<file path="config.mk">
export PLATFORM = sky130hd
export DESIGN_NAME = dotprod_accel
export DESIGN_NICKNAME = d
export VERILOG_FILES = /design/src/rtl/dotprod_accel.sv
export SDC_FILE = /design/constraint.sdc
export NUM_CORES = 2
export LEC_CHECK = 0
export BUFFER_PORTS_ARGS = -buffer_cell sky130_fd_sc_hd__buf_2
export CORE_AREA = 2 2 225 227
export CTS_CLUSTER_DIAMETER = 40
export DETAILED_ROUTE_END_ITERATION = 6
export DIE_AREA = 0 0 227 229
export GPL_ROUTABILITY_DRIVEN = 0
export PLACE_DENSITY = 0.84
export SLEW_MARGIN = 20
export SYNTH_ARGS = -nofsm -noshare
export SYNTH_HDL_FRONTEND = slang
export SYNTH_SLANG_ARGS = --single-unit
</file>
<file path="constraint.sdc">
create_clock -name clk -period 16.2 [get_ports clk]
set_clock_uncertainty 0.15 [all_clocks]
set_input_delay 3.24 -clock clk [delete_from_list [all_inputs] [get_ports clk]]
set_output_delay 3.24 -clock clk [all_outputs]
set_load 0.02 [all_outputs]
</file>
<file path="src/rtl/dotprod_accel.sv">
module dotprod_accel #(
  parameter int DW   = 32,
  parameter int AW   = 32,
  parameter int OFFW = 5
) (
  input  logic            clk,
  input  logic            rst_n,
  input  logic            s_req,
  input  logic            s_we,
  input  logic [OFFW-1:0] s_addr,
  input  logic [DW-1:0]   s_wdata,
  output logic [DW-1:0]   s_rdata,
  output logic            s_ack,
  output logic            m_rd,
  output logic [AW-1:0]   m_addr_a,
  output logic [AW-1:0]   m_addr_b,
  input  logic [DW-1:0]   m_rdata_a,
  input  logic [DW-1:0]   m_rdata_b
);
  localparam logic [OFFW-1:0] OFF_SUM = OFFW'(5'h00);
  localparam logic [OFFW-1:0] OFF_CTL = OFFW'(5'h08);
  localparam logic [OFFW-1:0] OFF_SA  = OFFW'(5'h0C);
  localparam logic [OFFW-1:0] OFF_SB  = OFFW'(5'h10);
  localparam logic [OFFW-1:0] OFF_LEN = OFFW'(5'h14);
  localparam logic [AW-1:0]   STEP    = AW'(DW / 8);

  logic [AW-1:0] base_a, base_b, ptr_a, ptr_b;
  logic [DW-1:0] len, remain, prod, acc;
  logic          busy, done, v1, v2;
  logic signed [2*DW-1:0] full_prod;

  wire sum_rd = s_req & ~s_we & (s_addr == OFF_SUM);
  assign s_ack = s_req & ~(sum_rd & busy);
  wire wr     = s_req & s_we & s_ack;
  wire start  = wr & (s_addr == OFF_CTL) & (s_wdata == DW'(1)) & ~busy;
  wire finish = busy & (remain == '0) & ~v1;

  assign m_rd      = busy & (remain != '0);
  assign m_addr_a  = ptr_a;
  assign m_addr_b  = ptr_b;
  assign full_prod = $signed(m_rdata_a) * $signed(m_rdata_b);

  always_comb begin
    case (s_addr)
      OFF_SUM: s_rdata = acc;
      OFF_CTL: s_rdata = {{(DW-2){1'b0}}, done, busy};
      OFF_SA:  s_rdata = DW'(base_a);
      OFF_SB:  s_rdata = DW'(base_b);
      OFF_LEN: s_rdata = len;
      default: s_rdata = '0;
    endcase
  end

  always_ff @(posedge clk) begin
    if (!rst_n) begin
      base_a <= '0; base_b <= '0; len <= '0;
      ptr_a  <= '0; ptr_b  <= '0; remain <= '0;
      busy   <= 1'b0; done <= 1'b0;
      v1     <= 1'b0; v2 <= 1'b0;
      prod   <= '0; acc <= '0;
    end else begin
      if (wr && s_addr == OFF_SA)  base_a <= AW'(s_wdata);
      if (wr && s_addr == OFF_SB)  base_b <= AW'(s_wdata);
      if (wr && s_addr == OFF_LEN) len    <= s_wdata;
      v1 <= m_rd;
      v2 <= v1;
      if (v1) prod <= full_prod[DW-1:0];
      if (start) begin
        busy   <= 1'b1;
        done   <= 1'b0;
        remain <= len;
        ptr_a  <= base_a;
        ptr_b  <= base_b;
        acc    <= '0;
      end else begin
        if (m_rd) begin
          remain <= remain - 1'b1;
          ptr_a  <= ptr_a + STEP;
          ptr_b  <= ptr_b + STEP;
        end
        if (v2) acc <= acc + prod;
        if (finish) begin
          busy <= 1'b0;
          done <= 1'b1;
        end
      end
    end
  end
endmodule

</file>
==> qor.yml <==
clock.fmax_mhz: 101.5
fillCellCount: 4059
syn_inst: 3500
tritoncts: "done"
n_antenna_cell: 0
holdBufCountCts: 0
cp_max_fo: 28
synth_compound_area_share_pct: 11.42
worstPathRequired_ns: 16.51
cts_resized: 0
clk_pin_slew_ns: 0.06
die_width_microns: 227
synth_fa_ha_area_share_pct: 35.50
arrival_ns: 10.16
rr_worst_depth: 10
h-tree-depth: 1
worstMarginPinSlew_ns: 1.056
die_h_microns: 229
instances_no_fill: 4249
seq_area_frac_synth_pct: 17.61
synth_common_cells: "514 x nand2_1, 466 x inv_1, 409 x fa_1"
slew-limit-headroom_pct: 29.61
drtIter0Drc: 2273
fin_crit_sh_pct: 60.80
io_pins: 203
area_growth_syn_to_layout_pct: 7.536
hp-start: "m_addr_a[0]"
vias: 25160
synth_top_cell_by_area: "fa_1"
routed.top_layer: "met4"
synthXorXnorAreaFrac_pct: 3.616
whs_path_depth: 2
drcViolationCount: 0
cts_made_buffers: 29
yosys.area_share.simple_pct: 20.41
design.die.area_sq_um: 51980
met1_length_microns: 31260
dr.pass1.iters: 6
rows: 82
ant_nets: 0
fin_tns_setup_ns: 0
cts_post_setup_buffers_inserted: 0
rsz0062_at_grt: "no"
routed-wl-met3_microns: 6702
gr-total-overflow: 0
synth_top_family_by_area: "adder cells"
syn_area_per_cell_sq_um: 8.444
status: "finished clean"
ys_ff_latch: 260
viasPerCell: 5.920
report.final.slew_viol_count: 0
hold_violations: 0
endpoint_kind: "flop"
clock_latency_ns: 0.57
clk_path_buf_depth: 3
syn_nets: 4198
wl_per_cell_microns: 18.92
dpl.hpwl_microns: 60390
start_util_pct: 59.51
grt_pass1_vias: 25120
synth_edf_count: 0
grt_max_degree: 87
synth_flop_cell: "dfxtp_1"
synth.top_cell.area_share_pct: 27.71
dp_cells: 4195
muxShareOfSynthArea_pct: 2.714
final.min_clock_period_ns: 9.850
core_area_sq_um: 49660
grt_antenna_before_repair: 0
grt_pass1_wl_microns: 130400
path_class: "in -> reg"
grt_usage_pct: 31.28
critPathLaunchType: "primary input"
synth_most_common_cell: "nand2_1"
synth_area_leaders: "fa_1 28%, dfxtp_1 18%, ha_1 7.8%"
cts.sinks: 260
async_flop_share_pct: 0
setup_violations: 0
hp-class: "reg -> reg"
nets: 4252
cts-root-buf: "clkbuf_16"
r2r_slack_ns: 12.02
met2_length_microns: 37940
cap_violations: 0
synth.distinct_cells: 78
finalWirelength_microns: 80390
port_buffers: 202
regToRegStartpoint: "busy"
final_layout_size_suffix_gt1_share_pct: 8.331
syn_area_sq_um: 29550
yosysWarnings: 0
startpoint: "m_rdata_a[4]"
## layout by cell type, fill, tap and decap left out, drive strengths merged, types with 12 or more instances in the layout
cell type,synthesis,routed
a221oi,25,25
nand3,36,36
and2,318,318
o21ai,91,91
clkbuf,174,34
nand2,516,516
a21oi,239,239
ha,184,184
buf,21,219
and3,26,26
or3,12,12
mux2i,79,79
nor2,197,197
a31oi,12,12
xnor2,97,97
xor2,25,25
o21a,17,17
inv,467,470
nor4,19,19
fa,409,409
a211oi,23,23
nor3b,18,18
a21o,32,32
dfxtp,260,260
nor3,52,52
a221o,31,31
## critical path, cell delays in order
cell       delay (ns)
buf_2            0.48
nand2_1          0.17
fa_1             0.57
inv_1            0.05
fa_1             0.38
fa_1             0.50
inv_1            0.05
fa_1             0.45
fa_1             0.55
inv_1            0.05
ha_1             0.28
fa_1             0.48
inv_1            0.05
fa_1             0.47
inv_1            0.04
ha_1             0.33
a21oi_1          0.26
o2111ai_1        0.17
a221o_1          0.38
or3_1            0.33
a31oi_2          0.26
nor2b_1          0.08
o21ai_1          0.13
mux2_1           0.33
o311ai_1         0.07
## sequential cells by signal, summed over array words and instances, names as in the netlist
name	count
acc	32
base_a	32
base_b	32
busy	1
done	1
len	32
m_addr_a	32
m_addr_b	32
prod	32
remain	32
v1	1
v2	1
## final timing paths
| path | end |
|---|---|
| setup / recovery | prod[25] |
| hold / removal | m_addr_a[0] |
| setup reg to reg | remain[4] |
| hold reg to reg | m_addr_a[0] |
## per-layer routing
layer  vias to the layer above  track usage [%]
li1                      11340                -
met4                         0            15.73
met1                     12310            40.09
met5                         -                0
met2                      1235            52.03
met3                       269            4.028
## cell type report
type	instances	area [sq um]	area share, %
flip-flops and latches	260	5206	16.38
well taps	672	840.8	2.646
inverters	468	1764	5.551
multi-input cells	2576	21790	68.55
clock buffers	34	774.5	2.437
clock inverters	20	266.5	0.8386
repair buffers	219	1141	3.591
## stage by stage
step | utilization [%] | cell area, sq um | hold slack [ns] | setup WS, ns
after global routing | 64.00 | 31780 | 0.3437 | 5.992
final | 64.00 | 31780 | 0.3036 | 6.350
after detailed placement | 61.90 | 30740 | 0.2956 | 5.743
after CTS | 63.99 | 31780 | 0.3042 | 6.336
after floorplan | - | 29550 | 0.2865 | 6.071
after global placement | 61.90 | 30740 | 0.2885 | 5.863
## kinds of logic (layout without fill, tap and decap cells)
logic type      Yosys count  count (layout)
compound gates          532             532
xor+xnor                122             122
fa+ha+maj               593             593
buf+inv                 664             741
flops                   260             260
mux                      80              80
simple gates           1249            1249
Power is not shown: default switching activity piles up to over one toggle a cycle in this logic, so the estimate is an artifact.
